`config.mk`:
```
export PLATFORM = sky130hd
export DESIGN_NAME = phy_cfg_serial_writer
export DESIGN_NICKNAME = d
export VERILOG_FILES = /design/src/rtl/pcw_pkg.sv /design/src/rtl/pcw_req_capture.sv /design/src/rtl/pcw_hold_timer.sv /design/src/rtl/pcw_bit_sequencer.sv /design/src/rtl/pcw_csr_drive.sv /design/src/rtl/phy_cfg_serial_writer.sv
export SDC_FILE = /design/constraint.sdc
export NUM_CORES = 1
export LEC_CHECK = 0
export BUFFER_PORTS_ARGS = -buffer_cell sky130_fd_sc_hd__buf_2
export CAP_MARGIN = 10
export CORE_MARGIN = 4
export CORE_UTILIZATION = 35
export DETAILED_ROUTE_END_ITERATION = 8
export GPL_ROUTABILITY_DRIVEN = 0
export HOLD_SLACK_MARGIN = 0.12
export MAX_ROUTING_LAYER = met4
export PLACE_DENSITY = 0.66
export SETUP_SLACK_MARGIN = 0.05
export SLEW_MARGIN = 15
export SYNTH_ARGS = -nofsm -noshare
export SYNTH_HDL_FRONTEND = slang
export SYNTH_SLANG_ARGS = --single-unit
```
`constraint.sdc`:
```
create_clock -name clk -period 3 [get_ports clk]
set_clock_uncertainty 0.1 [all_clocks]
set_input_delay 0.3 -clock clk [delete_from_list [all_inputs] [get_ports clk]]
set_output_delay 0.3 -clock clk [all_outputs]
set_load 0.01 [all_outputs]
```
`src/rtl/pcw_pkg.sv`:
```
// Package: shared phase encoding for the PHY bit-serial configuration writer.
// Assumes: nothing beyond standard SystemVerilog.
package pcw_pkg;

    // Per-bit sequencing phases; PH_CLEAR is only entered in the clearing variant.
    typedef enum logic [2:0] {
        PH_IDLE  = 3'd0,
        PH_CLEAR = 3'd1,
        PH_ADDR  = 3'd2,
        PH_SLOW  = 3'd3,
        PH_DATA  = 3'd4,
        PH_HIGH  = 3'd5,
        PH_FALL  = 3'd6
    } phase_e;

endpackage

```
`src/rtl/pcw_req_capture.sv`:
```
// Module: pcw_req_capture
// Holds the accepted request and serves the address and data bit of the
// bit currently being written. Also provides the clamped length of the
// incoming request so the top can tell empty requests apart.
// Assumes: accept is asserted for exactly one cycle per accepted request.
module pcw_req_capture #(
    parameter int DATA_W   = 16,
    parameter int ADDR_W   = 8,
    parameter int LEN_IN_W = 5,
    parameter int PHY_W    = 2,
    parameter int HOLD_W   = 4,
    parameter int LEN_W    = $clog2(DATA_W + 1),
    parameter int IDX_W    = (DATA_W > 1) ? $clog2(DATA_W) : 1
) (
    input  logic                clk,
    input  logic                rst_n,
    input  logic                accept,
    input  logic [ADDR_W-1:0]   req_addr,
    input  logic [DATA_W-1:0]   req_data,
    input  logic [LEN_IN_W-1:0] req_len,
    input  logic [PHY_W-1:0]    req_phy,
    input  logic [HOLD_W-1:0]   hold_cycles,
    input  logic [IDX_W-1:0]    bit_idx,
    output logic [LEN_W-1:0]    in_len_clamped,
    output logic [LEN_W-1:0]    len_q,
    output logic [PHY_W-1:0]    phy_q,
    output logic [HOLD_W-1:0]   hold_q,
    output logic [ADDR_W-1:0]   bit_addr,
    output logic                data_bit
);

    logic [ADDR_W-1:0] addr_q;
    logic [DATA_W-1:0] data_q;

    // Clamp the requested length to the data word width.
    always_comb begin
        if (32'(req_len) > 32'(DATA_W))
            in_len_clamped = LEN_W'(DATA_W);
        else
            in_len_clamped = LEN_W'(req_len);
    end

    // Latch the request fields on acceptance.
    always_ff @(posedge clk) begin
        if (!rst_n) begin
            addr_q <= '0;
            data_q <= '0;
            len_q  <= '0;
            phy_q  <= '0;
            hold_q <= '0;
        end else if (accept) begin
            addr_q <= req_addr;
            data_q <= req_data;
            len_q  <= in_len_clamped;
            phy_q  <= req_phy;
            hold_q <= hold_cycles;
        end
    end

    // Address and value of the current bit, least significant first.
    always_comb begin
        bit_addr = addr_q + ADDR_W'(bit_idx);
        data_bit = data_q[bit_idx];
    end

endmodule

```
`src/rtl/pcw_hold_timer.sv`:
```
// Module: pcw_hold_timer
// Down-counter that sets how many extra cycles the strobe stays high.
// Assumes: load and dec are never asserted together.
module pcw_hold_timer #(
    parameter int HOLD_W = 4
) (
    input  logic              clk,
    input  logic              rst_n,
    input  logic              load,
    input  logic [HOLD_W-1:0] load_val,
    input  logic              dec,
    output logic              expired
);

    logic [HOLD_W-1:0] cnt_q;

    // Load the hold count, then count down once per strobe-high cycle.
    always_ff @(posedge clk) begin
        if (!rst_n)
            cnt_q <= '0;
        else if (load)
            cnt_q <= load_val;
        else if (dec)
            cnt_q <= cnt_q - HOLD_W'(1);
    end

    // Expiry flag used by the sequencer.
    always_comb expired = (cnt_q == '0);

endmodule

```
`src/rtl/pcw_bit_sequencer.sv`:
```
// Module: pcw_bit_sequencer
// Phase machine that walks each bit through address, strobe-low, data,
// strobe-high and strobe-fall, then advances the bit index.
// Assumes: start and start_empty are mutually exclusive and are only
// raised while the machine is idle; len is non-zero whenever start is high.
module pcw_bit_sequencer
    import pcw_pkg::*;
#(
    parameter int LEN_W          = 5,
    parameter int IDX_W          = 4,
    parameter bit CLEAR_ON_START = 1'b0
) (
    input  logic             clk,
    input  logic             rst_n,
    input  logic             start,
    input  logic             start_empty,
    input  logic [LEN_W-1:0] len,
    input  logic             hold_expired,
    output phase_e           phase,
    output logic [IDX_W-1:0] bit_idx,
    output logic             done,
    output logic             hold_load,
    output logic             hold_dec
);

    logic last_bit;

    // Flag the final bit of the request.
    always_comb last_bit = ((LEN_W'(bit_idx) + LEN_W'(1)) == len);

    // Advance the phase, the bit index and the completion pulse.
    always_ff @(posedge clk) begin
        if (!rst_n) begin
            phase   <= PH_IDLE;
            bit_idx <= '0;
            done    <= 1'b0;
        end else begin
            done <= 1'b0;
            unique case (phase)
                PH_IDLE: begin
                    if (start) begin
                        bit_idx <= '0;
                        phase   <= CLEAR_ON_START ? PH_CLEAR : PH_ADDR;
                    end else if (start_empty) begin
                        done <= 1'b1;
                    end
                end
                PH_CLEAR: phase <= PH_ADDR;
                PH_ADDR:  phase <= PH_SLOW;
                PH_SLOW:  phase <= PH_DATA;
                PH_DATA:  phase <= PH_HIGH;
                PH_HIGH: begin
                    if (hold_expired)
                        phase <= PH_FALL;
                end
                PH_FALL: begin
                    if (last_bit) begin
                        phase <= PH_IDLE;
                        done  <= 1'b1;
                    end else begin
                        bit_idx <= bit_idx + IDX_W'(1);
                        phase   <= PH_ADDR;
                    end
                end
                default: phase <= PH_IDLE;
            endcase
        end
    end

    // Hold timer controls: load on the data phase, count down while high.
    always_comb begin
        hold_load = (phase == PH_DATA);
        hold_dec  = (phase == PH_HIGH) && !hold_expired;
    end

endmodule

```
`src/rtl/pcw_csr_drive.sv`:
```
// Module: pcw_csr_drive
// Owns the modelled control register: address field, data bit and one
// strobe per PHY at bit 2*n. Every other bit reads as zero.
// Assumes: NUM_PHY <= 4, so the strobes stay below the data bit.
module pcw_csr_drive
    import pcw_pkg::*;
#(
    parameter int NUM_PHY = 4,
    parameter int ADDR_W  = 8,
    parameter int REG_W   = 32,
    parameter int PHY_W   = 2
) (
    input  logic              clk,
    input  logic              rst_n,
    input  phase_e            phase,
    input  logic [ADDR_W-1:0] bit_addr,
    input  logic              data_bit,
    input  logic [PHY_W-1:0]  phy_sel,
    output logic [REG_W-1:0]  csr_out
);

    localparam int ADDR_LSB = 8;
    localparam int DATA_POS = 7;

    logic [ADDR_W-1:0]  addr_q;
    logic               data_q;
    logic [NUM_PHY-1:0] strobe_q;

    // Address field and data bit follow their own phases; clear zeroes both.
    always_ff @(posedge clk) begin
        if (!rst_n) begin
            addr_q <= '0;
            data_q <= 1'b0;
        end else if (phase == PH_CLEAR) begin
            addr_q <= '0;
            data_q <= 1'b0;
        end else begin
            if (phase == PH_ADDR) addr_q <= bit_addr;
            if (phase == PH_DATA) data_q <= data_bit;
        end
    end

    // One strobe register per PHY, driven only while that PHY is selected.
    for (genvar n = 0; n < NUM_PHY; n++) begin : g_strobe
        always_ff @(posedge clk) begin
            if (!rst_n)
                strobe_q[n] <= 1'b0;
            else if (phase == PH_CLEAR)
                strobe_q[n] <= 1'b0;
            else if (phy_sel == PHY_W'(n)) begin
                if (phase == PH_HIGH)
                    strobe_q[n] <= 1'b1;
                else if (phase == PH_SLOW || phase == PH_FALL)
                    strobe_q[n] <= 1'b0;
            end
        end
    end

    // Assemble the register image bit by bit.
    for (genvar b = 0; b < REG_W; b++) begin : g_bit
        if (b >= ADDR_LSB && b < ADDR_LSB + ADDR_W) begin : g_addr
            assign csr_out[b] = addr_q[b - ADDR_LSB];
        end else if (b == DATA_POS) begin : g_data
            assign csr_out[b] = data_q;
        end else if ((b % 2) == 0 && (b / 2) < NUM_PHY) begin : g_stb
            assign csr_out[b] = strobe_q[b / 2];
        end else begin : g_zero
            assign csr_out[b] = 1'b0;
        end
    end

endmodule

```
`src/rtl/phy_cfg_serial_writer.sv`:
```
// Module: phy_cfg_serial_writer (top)
// Accepts a bit-run request and writes it, one bit at a time and least
// significant bit first, into a PHY through the modelled shared control register.
// Assumes: req_phy < NUM_PHY; requests are presented as single-cycle pulses.
module phy_cfg_serial_writer
    import pcw_pkg::*;
#(
    parameter int NUM_PHY        = 4,
    parameter int DATA_W         = 16,
    parameter int ADDR_W         = 8,
    parameter int LEN_IN_W       = 5,
    parameter int HOLD_W         = 4,
    parameter int REG_W          = 32,
    parameter bit CLEAR_ON_START = 1'b0,
    localparam int PHY_W         = (NUM_PHY > 1) ? $clog2(NUM_PHY) : 1
) (
    input  logic                clk,
    input  logic                rst_n,
    input  logic                req_valid,
    input  logic [ADDR_W-1:0]   req_addr,
    input  logic [DATA_W-1:0]   req_data,
    input  logic [LEN_IN_W-1:0] req_len,
    input  logic [PHY_W-1:0]    req_phy,
    input  logic [HOLD_W-1:0]   hold_cycles,
    output logic                busy,
    output logic                done,
    output logic [REG_W-1:0]    csr_out
);

    localparam int LEN_W = $clog2(DATA_W + 1);
    localparam int IDX_W = (DATA_W > 1) ? $clog2(DATA_W) : 1;

    phase_e            phase;
    logic [IDX_W-1:0]  bit_idx;
    logic [LEN_W-1:0]  in_len_clamped;
    logic [LEN_W-1:0]  len_q;
    logic [PHY_W-1:0]  phy_q;
    logic [HOLD_W-1:0] hold_q;
    logic [ADDR_W-1:0] bit_addr;
    logic              data_bit;
    logic              accept;
    logic              start;
    logic              start_empty;
    logic              hold_load;
    logic              hold_dec;
    logic              hold_expired;

    // Request acceptance: only while idle, split by empty/non-empty length.
    always_comb begin
        busy        = (phase != PH_IDLE);
        accept      = req_valid && !busy;
        start       = accept && (in_len_clamped != '0);
        start_empty = accept && (in_len_clamped == '0);
    end

    pcw_req_capture #(
        .DATA_W   (DATA_W),
        .ADDR_W   (ADDR_W),
        .LEN_IN_W (LEN_IN_W),
        .PHY_W    (PHY_W),
        .HOLD_W   (HOLD_W),
        .LEN_W    (LEN_W),
        .IDX_W    (IDX_W)
    ) u_cap (
        .clk            (clk),
        .rst_n          (rst_n),
        .accept         (start),
        .req_addr       (req_addr),
        .req_data       (req_data),
        .req_len        (req_len),
        .req_phy        (req_phy),
        .hold_cycles    (hold_cycles),
        .bit_idx        (bit_idx),
        .in_len_clamped (in_len_clamped),
        .len_q          (len_q),
        .phy_q          (phy_q),
        .hold_q         (hold_q),
        .bit_addr       (bit_addr),
        .data_bit       (data_bit)
    );

    pcw_hold_timer #(
        .HOLD_W (HOLD_W)
    ) u_hold (
        .clk      (clk),
        .rst_n    (rst_n),
        .load     (hold_load),
        .load_val (hold_q),
        .dec      (hold_dec),
        .expired  (hold_expired)
    );

    pcw_bit_sequencer #(
        .LEN_W          (LEN_W),
        .IDX_W          (IDX_W),
        .CLEAR_ON_START (CLEAR_ON_START)
    ) u_seq (
        .clk          (clk),
        .rst_n        (rst_n),
        .start        (start),
        .start_empty  (start_empty),
        .len          (len_q),
        .hold_expired (hold_expired),
        .phase        (phase),
        .bit_idx      (bit_idx),
        .done         (done),
        .hold_load    (hold_load),
        .hold_dec     (hold_dec)
    );

    pcw_csr_drive #(
        .NUM_PHY (NUM_PHY),
        .ADDR_W  (ADDR_W),
        .REG_W   (REG_W),
        .PHY_W   (PHY_W)
    ) u_csr (
        .clk      (clk),
        .rst_n    (rst_n),
        .phase    (phase),
        .bit_addr (bit_addr),
        .data_bit (data_bit),
        .phy_sel  (phy_q),
        .csr_out  (csr_out)
    );

endmodule

```
==> metrics.md, run 1 <==
| Metric | Value |
|---|---|
| Total global routing overflow | `0` |
| Core area | `0.00868 sq mm` |
| Clk pwr share | `0.396` |
| Post-synth EDFFs | `0` |
| Row cnt | `34` |
| Pre-CTS setup slack | `0.688 ns` |
| Deepest clock path buffer count | `2` |
| Clock Sinks | `60` |
| Synth Instances | `383` |
| Vias in the first global route | `2741` |
| Worst hold slack | `0.139 ns` |
| Layout cells sized above 1 | `0.176` |
| Final ANT Viol Nets | `0` |
| Critical path required time | `3.18 ns` |
| Psw | `0.595 mW` |
| Number of vias per cell | `4.89` |
| Clk slew on worst S/H paths | `0.08 ns` |
| Synth Register Bits | `60` |
| Routed WL | `7410 microns` |
| Cell taking the most area after synthesis | `dfxtp_1` |
| CTS tree | `done` |
| VDD IR max | `278 uV` |
| Clock period minus worst slack | `2.46 ns` |
| Most frequent cells in the layout | `90 x nand2_1, 60 x dfxtp_1, 52 x buf_2` |
| Final #Nets | `506` |
| PD cells | `532 mW/mm^2` |
| Worst skew pair latency | `0.35 ns` |
| Lkg Pwr | `1.56 nW` |
| Die Ht | `102 microns` |
| Max_slew headroom | `0.587` |
| Post-CTS sizing | `0` |
| Hold_buf cts | `32` |
| First-pass GRT wire length | `12500 microns` |
| Ranking of synthesized cells by area | `dfxtp_1 39%, nand2_1 11%, a21oi_1 7.4%` |
| Initial DRT Pass Iterations | `5` |
| Arr. time, crit path | `2.63 ns` |
| Final worst slack | `0.541 ns` |
| CTS Root Buffer Type | `clkbuf_8` |
| Drt wl/cell | `12.9 microns` |
| Seq/Total Area, Yosys | `0.388` |
| HP Class | `in -> reg` |
| Final setup fails | `0` |
| Filler instances | `876` |
| Worst Setup Path Type | `in -> reg` |
| Unrepaired setup endpoints after global routing | `no` |
| Num CTS Buffers | `9` |
| Die width | `102 microns` |
| Most used DFF post-synth | `dfxtp_1` |
| Pin count of the biggest net entering global routing | `26` |
| Initial antenna violation count | `0` |
| IO Port Bufs | `52` |
| Final core occ | `0.448` |
| Worst Path Max Fanout | `22` |
| Synth warn | `0` |
| Via count | `2806` |
| Cell Int Power | `1.47 mW` |
| Pwr Total | `2.07 mW` |
| All-layer global routing usage | `0.157` |
| H-tree depth | `3` |
| Combinational power share | `0.167` |
| Area share of the largest cell type after synthesis | `0.388` |
| Final-report hold violation count | `0` |
| Mean Syn Cell Area | `8.08 sq um` |
| Library cells used by synthesis | `51` |
| Post-Syn Area | `0.00309 sq mm` |
| Leading cell type in the layout, fill and taps excluded | `nand2_1` |
| Measured slew at the worst slew-check pin | `0.619 ns` |
| Sw Share | `0.288` |
| Critical path startpoint category | `input pin` |
| Die Area | `0.0104 sq mm` |
| Max cap viols | `0` |
| DRC | `0` |
| Flop pwr share | `0.437` |
| Status | `complete, no violations` |
| # Post-CTS Setup Buffers | `0` |
| IO Pins | `72` |
| Achievable clock frequency | `0.407 GHz` |
| Area Overhead vs Synth | `25.6%` |
| CP endpoint kind | `register` |
| Final setup TNS | `0 ns` |
| Post-synth ARST share | `0` |
| Antenna Cells | `0` |
| Fin. max-slew vios | `0` |
| DPL Wire Length | `5170 microns` |
| Final period utilization | `0.820` |
| Starting Density | `0.356` |
| DR iter-0 viols | `124` |
## through the flow
| step | area [sq um] | instances |
|---|---|---|
| floorplan | 3160 | 401 |
| global placement | 3340 | 526 |
| detailed placement | 3340 | 526 |
| CTS | 3890 | 574 |
| global route | 3890 | 574 |
| finish | 3890 | 574 |
## layout make-up
class	instances	area (sq um)	area share
clock buffers	9	124	0.0319
clock inverters	7	100	0.0258
inverters	12	45.0	0.0116
multi-input cells	288	1660	0.426
flip-flops and latches	60	1200	0.309
well taps	108	135	0.0348
repair buffers	90	626	0.161
## layer usage
metal | share of wire | GRT usage
met5 | 0 | -
met4 | 0.020 | 0.0666
met3 | 0.050 | 0.0362
met2 | 0.49 | 0.255
met1 | 0.44 | 0.187
## critical path: stages
cell           delay (ns)
dlygate4sd3_1        0.54
buf_2                0.13
nor3_1               0.42
nand2_1              0.18
nand2_1              0.47
buf_4                0.35
nand2_1              0.08
a21oi_1              0.15
## power groups by stage
stage          registers [mW]  clock network [mW]  logic (mW)
2_1_floorplan           0.901                   0       0.254
3_3_place_gp            0.919                   0       0.308
3_5_place_dp            0.921                   0       0.314
4_1_cts                 0.903               0.842       0.347
5_1_grt                 0.915               0.873       0.390
6_report                0.903               0.818       0.345
## flip-flops by register name, summed over array words and instances (netlist names)
register / count
u_cap.addr_q: 8
u_cap.data_q: 16
u_cap.hold_q: 4
u_cap.len_q: 5
u_cap.phy_q: 2
u_csr.addr_q: 8
u_csr.csr_out: 4
u_csr.data_q: 1
u_hold.cnt_q: 4
u_seq.bit_idx: 4
u_seq.done: 1
u_seq.phase: 3
## Yosys cell counts (8+ instances only)
| cell type | instances |
|---|---|
| nand2_1 | 90 |
| dfxtp_1 | 60 |
| a21oi_1 | 46 |
| nor2_1 | 24 |
| buf_4 | 22 |
| o21ai_0 | 14 |
| inv_1 | 12 |
| clkbuf_1 | 9 |
| xnor2_1 | 8 |
## cell families after synthesis
| logic type | synth area share |
|---|---|
| other | 0.00121 |
| AND/OR/NAND/NOR | 0.210 |
| multiplexers | 0.0469 |
| adder cells (fa/ha/maj) | 0.0307 |
| buffers and inverters | 0.0983 |
| flip-flops | 0.388 |
| AO/OA/AOI/OAI | 0.197 |
| XOR/XNOR | 0.0283 |
## path summary, 6_finish.rpt
kind	from	endpoint	slack, ns	cells after the start
worst max-delay path	req_len[1]	u_cap.data_q[15]	0.54	8
worst min-delay path	rst_n	u_seq.phase[1]	0.14	3
worst max register to register	u_seq.bit_idx[0]	u_seq.bit_idx[2]	0.67	6
worst min register to register	u_csr.addr_q[2]	u_csr.addr_q[2]	0.35	2
Power figures use the tool's default switching activity.
==> inputs of run 2 (changes only) <==
- clock period: 3 -> 2.3 ns (I/O delays scaled with it)
==> run 2 against run 1 <==
  * Cell area increased by 1.3%
  * Critical path type is now reg -> reg
  * Count of clock-buffer cells in the layout rose by 4
  * Critical path depth decreased by 2
  * Sequential power increased by 30%
  * First-iteration DRC count shrank 14%
  * Core utilization is 0.59 points higher
==> metrics.md, run 2 (synthesis gave the netlist of run 1 again) <==
| Metric | Value |
|---|---|
| Lkg Pwr | `1.60 nW` |
| Initial antenna violation count | `0` |
| Initial DRT Pass Iterations | `4` |
| Layout cells sized above 1 | `0.185` |
| R2r setup slk | `0.26 ns` |
| DRC | `0` |
| Die width | `102 microns` |
| DR iter-0 viols | `107` |
| IO Pins | `72` |
| Max cap viols | `0` |
| Unrepaired setup endpoints after global routing | `no` |
| Clk slew on worst S/H paths | `0.06 ns` |
| H-tree depth | `3` |
| Clock period minus worst slack | `2.04 ns` |
| Area of the multi-input gates | `0.00166 sq mm` |
| Cell Int Power | `1.77 mW` |
| Via count | `2798` |
| Critical path required time | `2.46 ns` |
| Worst Path Max Fanout | `9` |
| Most frequent cells in the layout | `90 x nand2_1, 59 x dfxtp_1, 52 x buf_2` |
| Row cnt | `34` |
| IO Port Bufs | `52` |
| Die Ht | `102 microns` |
| Die Area | `0.0104 sq mm` |
| CTS Root Buffer Type | `clkbuf_8` |
| Number of vias per cell | `4.80` |
| VDD IR max | `410 uV` |
| Final period utilization | `0.888` |
| Routed WL | `7200 microns` |
| Leading cell type in the layout, fill and taps excluded | `nand2_1` |
| Total global routing overflow | `0` |
| Fin. max-slew vios | `0` |
| Starting Density | `0.356` |
| Achievable clock frequency | `0.490 GHz` |
| Worst Setup Path Type | `reg -> reg` |
| Status | `complete, no violations` |
| Worst hold slack | `0.271 ns` |
| Area Overhead vs Synth | `27.3%` |
| All-layer global routing usage | `0.151` |
| Hold depth | `5` |
| Final setup fails | `0` |
| Filler instances | `874` |
| DPL Wire Length | `5180 microns` |
| Final-report hold violation count | `0` |
| CP endpoint kind | `register` |
| Max FFs per register | `16` |
| Clk pwr share | `0.331` |
| Vias in the first global route | `2719` |
| Final ANT Viol Nets | `0` |
| Worst Hold Launch | `req_valid` |
| Reg with most FFs | `u_cap.data_q` |
| HP Class | `in -> reg` |
| CTS tree | `done` |
| Psw | `0.704 mW` |
| First-pass GRT wire length | `12100 microns` |
| Reg2reg start | `u_seq.bit_idx[0]` |
| Antenna Cells | `0` |
| Sw Share | `0.285` |
| Register area | `0.00120 sq mm` |
| Combinational power share | `0.195` |
| Top flop regs | `u_cap.data_q: 16 flops, u_cap.addr_q: 8 flops, u_csr.addr_q: 8 flops` |
| Worst skew pair latency | `0.33 ns` |
| Endpoint of the worst hold-timing path | `u_cap.len_q[4]` |
| Drt wl/cell | `12.4 microns` |
| PD cells | `628 mW/mm^2` |
| Pwr Total | `2.47 mW` |
| Clock Sinks | `60` |
| Pin count of the biggest net entering global routing | `36` |
| Critical path startpoint category | `register` |
| Worst reg-to-reg path cell count | `6` |
| Final #Nets | `516` |
| Core area | `0.00868 sq mm` |
| Arr. time, crit path | `2.20 ns` |
| Flop pwr share | `0.474` |
| Final setup TNS | `0 ns` |
| Num CTS Buffers | `9` |
| Deepest clock path buffer count | `2` |
| Worst r2r dst | `u_seq.bit_idx[2]` |
## run 2: layout make-up
class,instances,share of cell area
tap,108,0.0343
timing repair buffer,100,0.184
sequential,60,0.305
clock inverter,2,0.00254
multi-input combinational,288,0.422
clock buffer,13,0.0404
inverter,12,0.0114
## run 2: per-layer routing
layer	wire, microns	GRT usage
met3	295	0.0375
met5	0	-
met4	115	0.0494
met1	3220	0.172
met2	3570	0.260
## run 2: power groups by stage
stage                     Clock, mW  Combinational, mW  Sequential (mW)
after floorplan                   0              0.331             1.18
after global placement            0              0.431             1.19
after detailed placement          0              0.438             1.19
after CTS                     0.851              0.486             1.17
after global routing          0.892              0.550             1.18
final                         0.820              0.482             1.17
## run 2: worst max-delay path by stage
stage	startpoint	to	slack, ns
3_5_place_dp	u_seq.bit_idx[1]	u_seq.bit_idx[2]	0.16
2_1_floorplan	u_seq.bit_idx[1]	u_seq.bit_idx[2]	0.35
4_1_cts	u_seq.bit_idx[1]	u_seq.bit_idx[2]	0.16
3_3_place_gp	u_seq.bit_idx[1]	u_seq.bit_idx[2]	0.26
6_report	u_seq.bit_idx[0]	u_seq.bit_idx[2]	0.26
5_1_grt	u_seq.bit_idx[0]	u_seq.bit_idx[3]	0.1
## run 2: critical path, stage by stage, from the launching register on
cell	delay [ns]
dfxtp_1	0.38
ha_2	0.24
nor2b_1	0.14
nor3_1	0.07
o311a_4	0.42
or4_1	0.47
a31oi_1	0.14
## run 2: timing repair
| item | 4_1_cts | 5_1_grt |
|---|---|---|
| hold buffers | 36 | 0 |
| hold endpoints to repair | 39 | 0 |
| gates resized for setup | 0 | 3 |
| setup buffers | 0 | 0 |
| endpoints found under the setup margin | 0 | 4 |
## run 2: metrics by stage
stage	std cells	utilization	instance area, sq um	setup slack, ns
2_1_floorplan	401	-	3160	0.346
3_3_place_gp	532	0.392	3400	0.256
3_5_place_dp	532	0.392	3400	0.163
4_1_cts	583	0.453	3930	0.159
5_1_grt	583	0.454	3940	0.0973
6_report	583	0.454	3940	0.258
==> inputs of run 3 (changes only) <==
- CELL_PAD_IN_SITES_DETAIL_PLACEMENT: unset -> 1
- CELL_PAD_IN_SITES_GLOBAL_PLACEMENT: unset -> 2
- CORE_UTILIZATION: 35 -> 31
- PLACE_DENSITY: 0.66 -> 0.9
==> run 3 against run 2 <==
  * Via count is 3.9% higher
  * Final cell count is 4.6% higher
  * Core utilization is 4.0 points lower
  * Critical path depth stayed put
  * Cell area is 2.3% higher
  * Wire length is 16% higher
  * Fmax is 2.1% lower
  * Register-to-register slack worse by 0.04 ns
  * Sequential power hardly changed
  * Critical path type unchanged
==> metrics.md, run 3 (synthesis gave the netlist of run 1 again) <==
| Metric | Value |
|---|---|
| Num CTS Buffers | `9` |
| First-pass GRT wire length | `13700 microns` |
| # Post-CTS Setup Buffers | `0` |
| Layout cells sized above 1 | `0.191` |
| Worst Path Max Fanout | `9` |
| Clock Sinks | `60` |
| Placed Cells | `558` |
| Reg with most FFs | `u_cap.data_q` |
| Number of vias per cell | `4.77` |
| Non-Filler Instances | `610` |
| DRC | `0` |
| Final #Nets | `517` |
| All-layer global routing usage | `0.154` |
| Worst Setup Path Type | `reg -> reg` |
| Max cap viols | `0` |
| Total global routing overflow | `0` |
| Leading cell type in the layout, fill and taps excluded | `nand2_1` |
| Worst Hold Launch | `req_valid` |
| CTS tree | `done` |
| PD cells | `684 mW/mm^2` |
| Vias in the first global route | `2948` |
| Die Ht | `108 microns` |
| Filler instances | `1196` |
| Unrepaired setup endpoints after global routing | `no` |
| Initial antenna violation count | `0` |
| Max FFs per register | `16` |
| Critical path startpoint category | `register` |
| Final setup fails | `0` |
| Clk slew on worst S/H paths | `0.07 ns` |
| Final ANT Viol Nets | `0` |
| Initial DRT Pass Iterations | `6` |
| IO Pins | `72` |
| Clock period minus worst slack | `2.09 ns` |
| Drt wl/cell | `13.7 microns` |
| Final setup TNS | `0 ns` |
| Status | `complete, no violations` |
| VDD IR max | `315 uV` |
| Area Overhead vs Synth | `30.2%` |
| Final period utilization | `0.907` |
| Lkg Pwr | `1.63 nW` |
| Pin count of the biggest net entering global routing | `39` |
| Routed WL | `8370 microns` |
| Worst skew pair latency | `0.34 ns` |
| Critical path required time | `2.48 ns` |
| Deepest clock path buffer count | `2` |
| Via count | `2908` |
| Core area | `0.00973 sq mm` |
| IO Port Bufs | `52` |
| Final-report hold violation count | `0` |
| Achievable clock frequency | `0.479 GHz` |
| DR iter-0 viols | `120` |
| Die Area | `0.0116 sq mm` |
| HP Class | `in -> reg` |
| CP endpoint kind | `register` |
| Reg2reg start | `u_seq.bit_idx[1]` |
| Critical Path Source | `u_seq.bit_idx[1]` |
| Most frequent cells in the layout | `90 x nand2_1, 59 x dfxtp_1, 52 x buf_2` |
| Fin. max-slew vios | `0` |
| Die width | `108 microns` |
| Top flop regs | `u_cap.data_q: 16 flops, u_cap.addr_q: 8 flops, u_csr.addr_q: 8 flops` |
| DPL Wire Length | `6040 microns` |
| Arr. time, crit path | `2.26 ns` |
| H-tree depth | `3` |
| CTS Root Buffer Type | `clkbuf_8` |
| Row cnt | `36` |
| Starting Density | `0.318` |
| Antenna Cells | `0` |
run 3: cell types whose count changed in the layout (fill, tap and decap cells not counted):
cell	previous run	this run
clkinvlp_4	0	1
nor3_2	1	0
inv_6	0	1
clkbuf_1	2	0
clkbuf_8	11	10
nor3_1	4	5
bufinv_16	0	2
buf_4	11	12
run 3: final timing paths:
path / to / slack, ns / cells after the start
worst max register to register: u_seq.bit_idx[2] / 0.21 / 6
worst min-delay path: u_cap.len_q[4] / 0.28 / 5
worst max-delay path: u_seq.bit_idx[2] / 0.21 / 6
worst min register to register: u_cap.data_q[12] / 0.35 / 2
run 3: stage by stage:
step | setup WS [ns] | hold slack [ns] | util | power (mW) | cell area (sq um)
6_report | 0.213 | 0.277 | 0.414 | 2.75 | 4030
5_1_grt | 0.107 | 0.312 | 0.414 | 2.90 | 4030
4_1_cts | 0.127 | 0.268 | 0.413 | 2.79 | 4020
3_5_place_dp | 0.157 | 0.347 | 0.353 | 1.65 | 3440
3_3_place_gp | 0.250 | 0.338 | 0.353 | 1.64 | 3440
2_1_floorplan | 0.346 | 0.247 | - | 1.51 | 3160
run 3: area by class of cell:
class | instances | area [sq um] | share of cell area
Clock buffer | 10 | 138 | 0.0342
Clock inverter | 6 | 86.3 | 0.0214
Inverter | 12 | 45.0 | 0.0112
Multi-Input combinational cell | 288 | 1660 | 0.412
Sequential cell | 60 | 1200 | 0.299
Tap cell | 133 | 166 | 0.0413
Timing Repair Buffer | 101 | 731 | 0.181
run 3: what timing repair did:
action                                 in CTS  in global routing
hold buffers                               36                  0
setup endpoints to repair                   0                  2
endpoints found under the hold margin      38                  0
gates resized for setup                     0                  2
run 3: power by group:
part / switching, mW / internal (mW) / leakage, nW
combinational: 0.283 / 0.219 / 1.03
sequential: 0.0614 / 1.11 / 0.489
clock: 0.439 / 0.639 / 0.113
total: 0.783 / 1.97 / 1.63
run 3: layer usage:
layer | share of wire | GRT usage
met3 | 0.040 | 0.0306
met5 | 0 | -
met1 | 0.44 | 0.174
met4 | 0.017 | 0.0640
met2 | 0.50 | 0.264
run 3: worst max-delay path: stages, from the launching register on:
cell,delay [ns]
dfxtp_2,0.39
ha_2,0.25
nor2b_1,0.16
nor3_1,0.07
o311a_4,0.42
or4_1,0.49
a31oi_1,0.14
